--- config.mk ---
export PLATFORM = sky130hd
export DESIGN_NAME = sysctl_port
export DESIGN_NICKNAME = d
export VERILOG_FILES = /design/src/rtl/sysctl_pkg.sv /design/src/rtl/sysctl_io_decode.sv /design/src/rtl/sysctl_a20_reg.sv /design/src/rtl/sysctl_ferr_latch.sv /design/src/rtl/sysctl_port.sv
export SDC_FILE = /design/constraint.sdc
export NUM_CORES = 1
export LEC_CHECK = 0
export ABC_AREA = 1
export BUFFER_PORTS_ARGS = -buffer_cell sky130_fd_sc_hd__clkbuf_2
export CORE_AREA = 2 2 39 41
export CTS_BUF_LIST = sky130_fd_sc_hd__clkbuf_4 sky130_fd_sc_hd__clkbuf_8 sky130_fd_sc_hd__clkbuf_16
export CTS_CLUSTER_SIZE = 20
export DETAILED_ROUTE_END_ITERATION = 8
export DIE_AREA = 0 0 41 43
export PLACE_DENSITY = 0.58
export SLEW_MARGIN = 30
export SYNTH_ARGS = -nofsm -noshare
export SYNTH_HDL_FRONTEND = slang
export SYNTH_SLANG_ARGS = --single-unit
--- constraint.sdc ---
create_clock -name clk -period 1.44 [get_ports clk]
set_input_delay 0.144 -clock clk [delete_from_list [all_inputs] [get_ports clk]]
set_output_delay 0.144 -clock clk [all_outputs]
set_load 0.01 [all_outputs]
--- src/rtl/sysctl_pkg.sv ---
package sysctl_pkg;

    // Bit of the gate-port byte that carries the A20 enable
    localparam int unsigned A20_BIT  = 1;
    localparam logic [7:0]  A20_MASK = 8'(1 << A20_BIT);
    localparam logic [7:0]  RD_OPEN  = 8'hFF;

    typedef struct packed {
        logic gate_wr;
        logic gate_rd;
        logic errclr_wr;
    } io_hit_t;

    typedef struct packed {
        logic rise;
        logic clear;
    } irq_evt_t;

    function automatic logic [7:0] gate_readback(input logic en);
        return en ? A20_MASK : 8'h00;
    endfunction

endpackage

--- src/rtl/sysctl_io_decode.sv ---
module sysctl_io_decode
    import sysctl_pkg::*;
#(
    parameter int unsigned     ADDR_W      = 16,
    parameter logic [ADDR_W-1:0] GATE_ADDR   = 'h92,
    parameter logic [ADDR_W-1:0] ERRCLR_ADDR = 'hF0
) (
    input  logic [ADDR_W-1:0] io_addr,
    input  logic              io_wr,
    input  logic              io_rd,
    output io_hit_t           hit
);
    logic at_gate;
    logic at_clr;

    always_comb begin
        at_gate       = (io_addr == GATE_ADDR);
        at_clr        = (io_addr == ERRCLR_ADDR);
        hit.gate_wr   = io_wr & at_gate;
        hit.gate_rd   = io_rd & at_gate;
        hit.errclr_wr = io_wr & at_clr;
    end
endmodule

--- src/rtl/sysctl_a20_reg.sv ---
module sysctl_a20_reg
    import sysctl_pkg::*;
(
    input  logic       clk,
    input  logic       rst,
    input  logic       wr_en,
    input  logic [7:0] wdata,
    output logic       a20_en
);
    logic a20_d;

    always_comb a20_d = |(wdata & A20_MASK);

    always_ff @(posedge clk) begin
        if (rst)
            a20_en <= 1'b0;
        else if (wr_en)
            a20_en <= a20_d;
    end
endmodule

--- src/rtl/sysctl_ferr_latch.sv ---
module sysctl_ferr_latch
    import sysctl_pkg::*;
(
    input  logic clk,
    input  logic rst,
    input  logic ferr,
    input  logic clr_wr,
    output logic irq
);
    logic     ferr_q;
    irq_evt_t evt;

    // ferr_q follows the input even during reset, so a level held
    // through reset is not seen as an edge.
    always_ff @(posedge clk) ferr_q <= ferr;

    always_comb begin
        evt.rise  = ferr & ~ferr_q;
        evt.clear = clr_wr;
    end

    always_ff @(posedge clk) begin
        if (rst)
            irq <= 1'b0;
        else if (evt.rise)
            irq <= 1'b1;
        else if (evt.clear)
            irq <= 1'b0;
    end
endmodule

--- src/rtl/sysctl_port.sv ---
module sysctl_port
    import sysctl_pkg::*;
#(
    parameter int unsigned       ADDR_W      = 16,
    parameter logic [ADDR_W-1:0] GATE_ADDR   = 'h92,
    parameter logic [ADDR_W-1:0] ERRCLR_ADDR = 'hF0
) (
    input  logic              clk,
    input  logic              rst,
    input  logic [ADDR_W-1:0] io_addr,
    input  logic              io_wr,
    input  logic              io_rd,
    input  logic [7:0]        io_wdata,
    output logic [7:0]        io_rdata,
    input  logic              fpu_err_in,
    output logic              gate_a20,
    output logic              irq_fpu
);
    io_hit_t hit;

    sysctl_io_decode #(
        .ADDR_W     (ADDR_W),
        .GATE_ADDR  (GATE_ADDR),
        .ERRCLR_ADDR(ERRCLR_ADDR)
    ) u_dec (
        .io_addr(io_addr),
        .io_wr  (io_wr),
        .io_rd  (io_rd),
        .hit    (hit)
    );

    sysctl_a20_reg u_a20 (
        .clk   (clk),
        .rst   (rst),
        .wr_en (hit.gate_wr),
        .wdata (io_wdata),
        .a20_en(gate_a20)
    );

    sysctl_ferr_latch u_ferr (
        .clk   (clk),
        .rst   (rst),
        .ferr  (fpu_err_in),
        .clr_wr(hit.errclr_wr),
        .irq   (irq_fpu)
    );

    always_comb io_rdata = hit.gate_rd ? gate_readback(gate_a20) : RD_OPEN;
endmodule

==> results.cfg <==
[place]
dp.cells = 87
dp_hpwl_um = 591
port_buffers = 31
gp_congestion = 0.604

[drt]
drt_wl_total_um = 614
antenna_left = 0
drc_errors = 0
via_per_inst = 3.79
vias = 345
firstDrtPassIters = 1
drt_iter0_markers = 0
avgRoutedWirePerCell_um = 6.75

[final_layout]
syn2layout_area_growth_pct = 56.9
drive_above_1_share = 0.533
antenna_cells = 0
final_cells = 91
fin_nets = 105
final_core_util = 0.319

[global_routing]
grt-ovfl-total = 0
grt_usage = 0.0863
grt_first_pass_wirelength_um = 1040
grt_pass1_vias = 307
antenna_found_initial = 0
grt_max_degree = 8

[sta]
fin_crit_ns = 1.11
slew_headroom = 0.846
finalClockSkew_ns = 0.00210
maxSlewViolCount = 0
finalSetupViolCount = 0
final.setup.tns_ns = 0
timing_hold_violations_final = 0
max_freq_mhz = 901
period_share = 0.771
rsz0062_at_grt = false
worst_pin_slew_ns = 0.231

[logic_synthesis]
synthArstFlopShare = 0
synth_top_flop_cell = dfxtp_1
netlist_top_cells_area = dfxtp_1, buf_4, nand2_1, inv_1, nor2_1
synth_area_sq_um = 282
synthCells = 46
ys_ff_latch = 3
yosysTopAreaCellShare = 0.213
yosysWarnings = 0
syn-num-nets = 75
yosys-top-cells-count = nand2_1, inv_1, nor2_1
synth-edff-count = 0
yosysUniqueCellTypes = 12
synth.most_common_cell = nand2_1
syn_avg_cell_area_sq_um = 6.12
yosys.area.top_type = dfxtp_1
yosysSeqAreaShare = 0.213

[critical_path]
critPathBufInv = 2
startpoint_type = input port
r2r_setup_slack_ns = 0.84
worstSetupPathType = in -> out
crit_arrival_ns = 0.97
path_cells = clkbuf_2 > nor2_1 > nand3_1 > nor2_4 > nand3_1 > clkbuf_2
max_stage_delay_ns = 0.20
end_kind = output port
critPathRequiredTime_ns = 1.30
critical_path.top_delay_family = simple AND/OR/NAND/NOR gates
crit_path_top_delay_cell = nand3_1
critPathMaxFanout = 7

[clock_tree]
htree_levels = 1
clk_path_buf_depth = 2
post_cts_buffers = 0
insertion_delay_ns = 0.22
cts-root-buf = clkbuf_4
clk_pin_slew_ns = 0.04
cts_sinks = 3
cts_resized = 0
cts_inserted_buffers = 3
hold_buffers = 0
cts_tree = done

[floorplan]
die_w_um = 41
dieArea_sq_um = 1760
initial_core_util = 0.203
die_h_um = 43
rows = 14
core_sq_um = 1380
ios = 39

[job]
maxCapViolCount = 0

[power]
p_leak_nw = 0.250
p_total_uw = 299
cellPowerDensity_nw_per_um2 = 678
ir_drop_v = 0.000462

[outcome]
status = finished, final reports clean

[hold_path]
min_path_type = in -> reg
## power by group
part	internal, mW	switching [mW]	leakage [nW]
logic	0.0288	0.0232	0.207
clock network	0.122	0.0370	0.0184
registers	0.0870	0.00119	0.0248
## per-layer routing
metal	share of wire	vias to the layer above	track usage
met5	0	-	0
met4	0	0	0.0667
met3	0.11	0	0.0366
met2	0.49	17	0.122
met1	0.40	135	0.0965
li1	-	193	-
## cells in the final DEF, fill, tap and decap left out
| master | count |
|---|---|
| nand4_1 | 2 |
| nor2_4 | 2 |
| nor2_1 | 8 |
| a21oi_1 | 1 |
| clkbuf_2 | 31 |
| clkbuf_4 | 4 |
| nand3_1 | 4 |
| dfxtp_1 | 3 |
| nand2_2 | 1 |
| nand2_1 | 9 |
| nor2_2 | 1 |
| nand3_2 | 1 |
| inv_1 | 8 |
## worst paths after layout
path / from / to / cells past startpoint
worst max-delay path: io_addr[5] / io_rdata[0] / 6
worst min-delay path: fpu_err_in / u_ferr.ferr_q$_DFF_P_ / 1
worst max register to register: u_a20.a20_en$_SDFFE_PP0P_ / u_a20.a20_en$_SDFFE_PP0P_ / 4
worst min register to register: u_ferr.irq$_SDFFE_PP0P_ / u_ferr.irq$_SDFFE_PP0P_ / 2
## flip-flops by register name, summed over array words and instances (netlist names)
register	count
u_ferr.ferr_q	1
u_ferr.irq	1
u_a20.a20_en	1
## worst reg2reg max path, delay by kind of cell (launching register included)
family,cells,cell delay (ns)
buffers and inverters,2,0.08
flip-flops,1,0.32
AND/OR/NAND/NOR,2,0.14
## final cells by class
| type | count | area, sq um |
|---|---|---|
| multi-input cells | 29 | 146 |
| inverters | 8 | 30.0 |
| flip-flops and latches | 3 | 60.1 |
| clock buffers | 4 | 30.0 |
| fillers | 166 | 942 |
| well taps | 16 | 20.0 |
| repair buffers | 31 | 155 |
## cell families after synthesis
kind of cell	share of synthesized area
simple gates	0.502
buf+inv	0.267
compound gates	0.0178
flops	0.213
## per-stage QoR
step	hold WS, ns	instance area [sq um]	setup slack [ns]
2_1_floorplan	0.172	282	0.381
3_3_place_gp	0.266	412	0.309
3_5_place_dp	0.266	412	0.298
4_1_cts	0.0270	442	0.293
5_1_grt	0.0288	442	0.155
6_report	0.0353	442	0.330
Note: power is estimated with default switching activity, not from simulation.
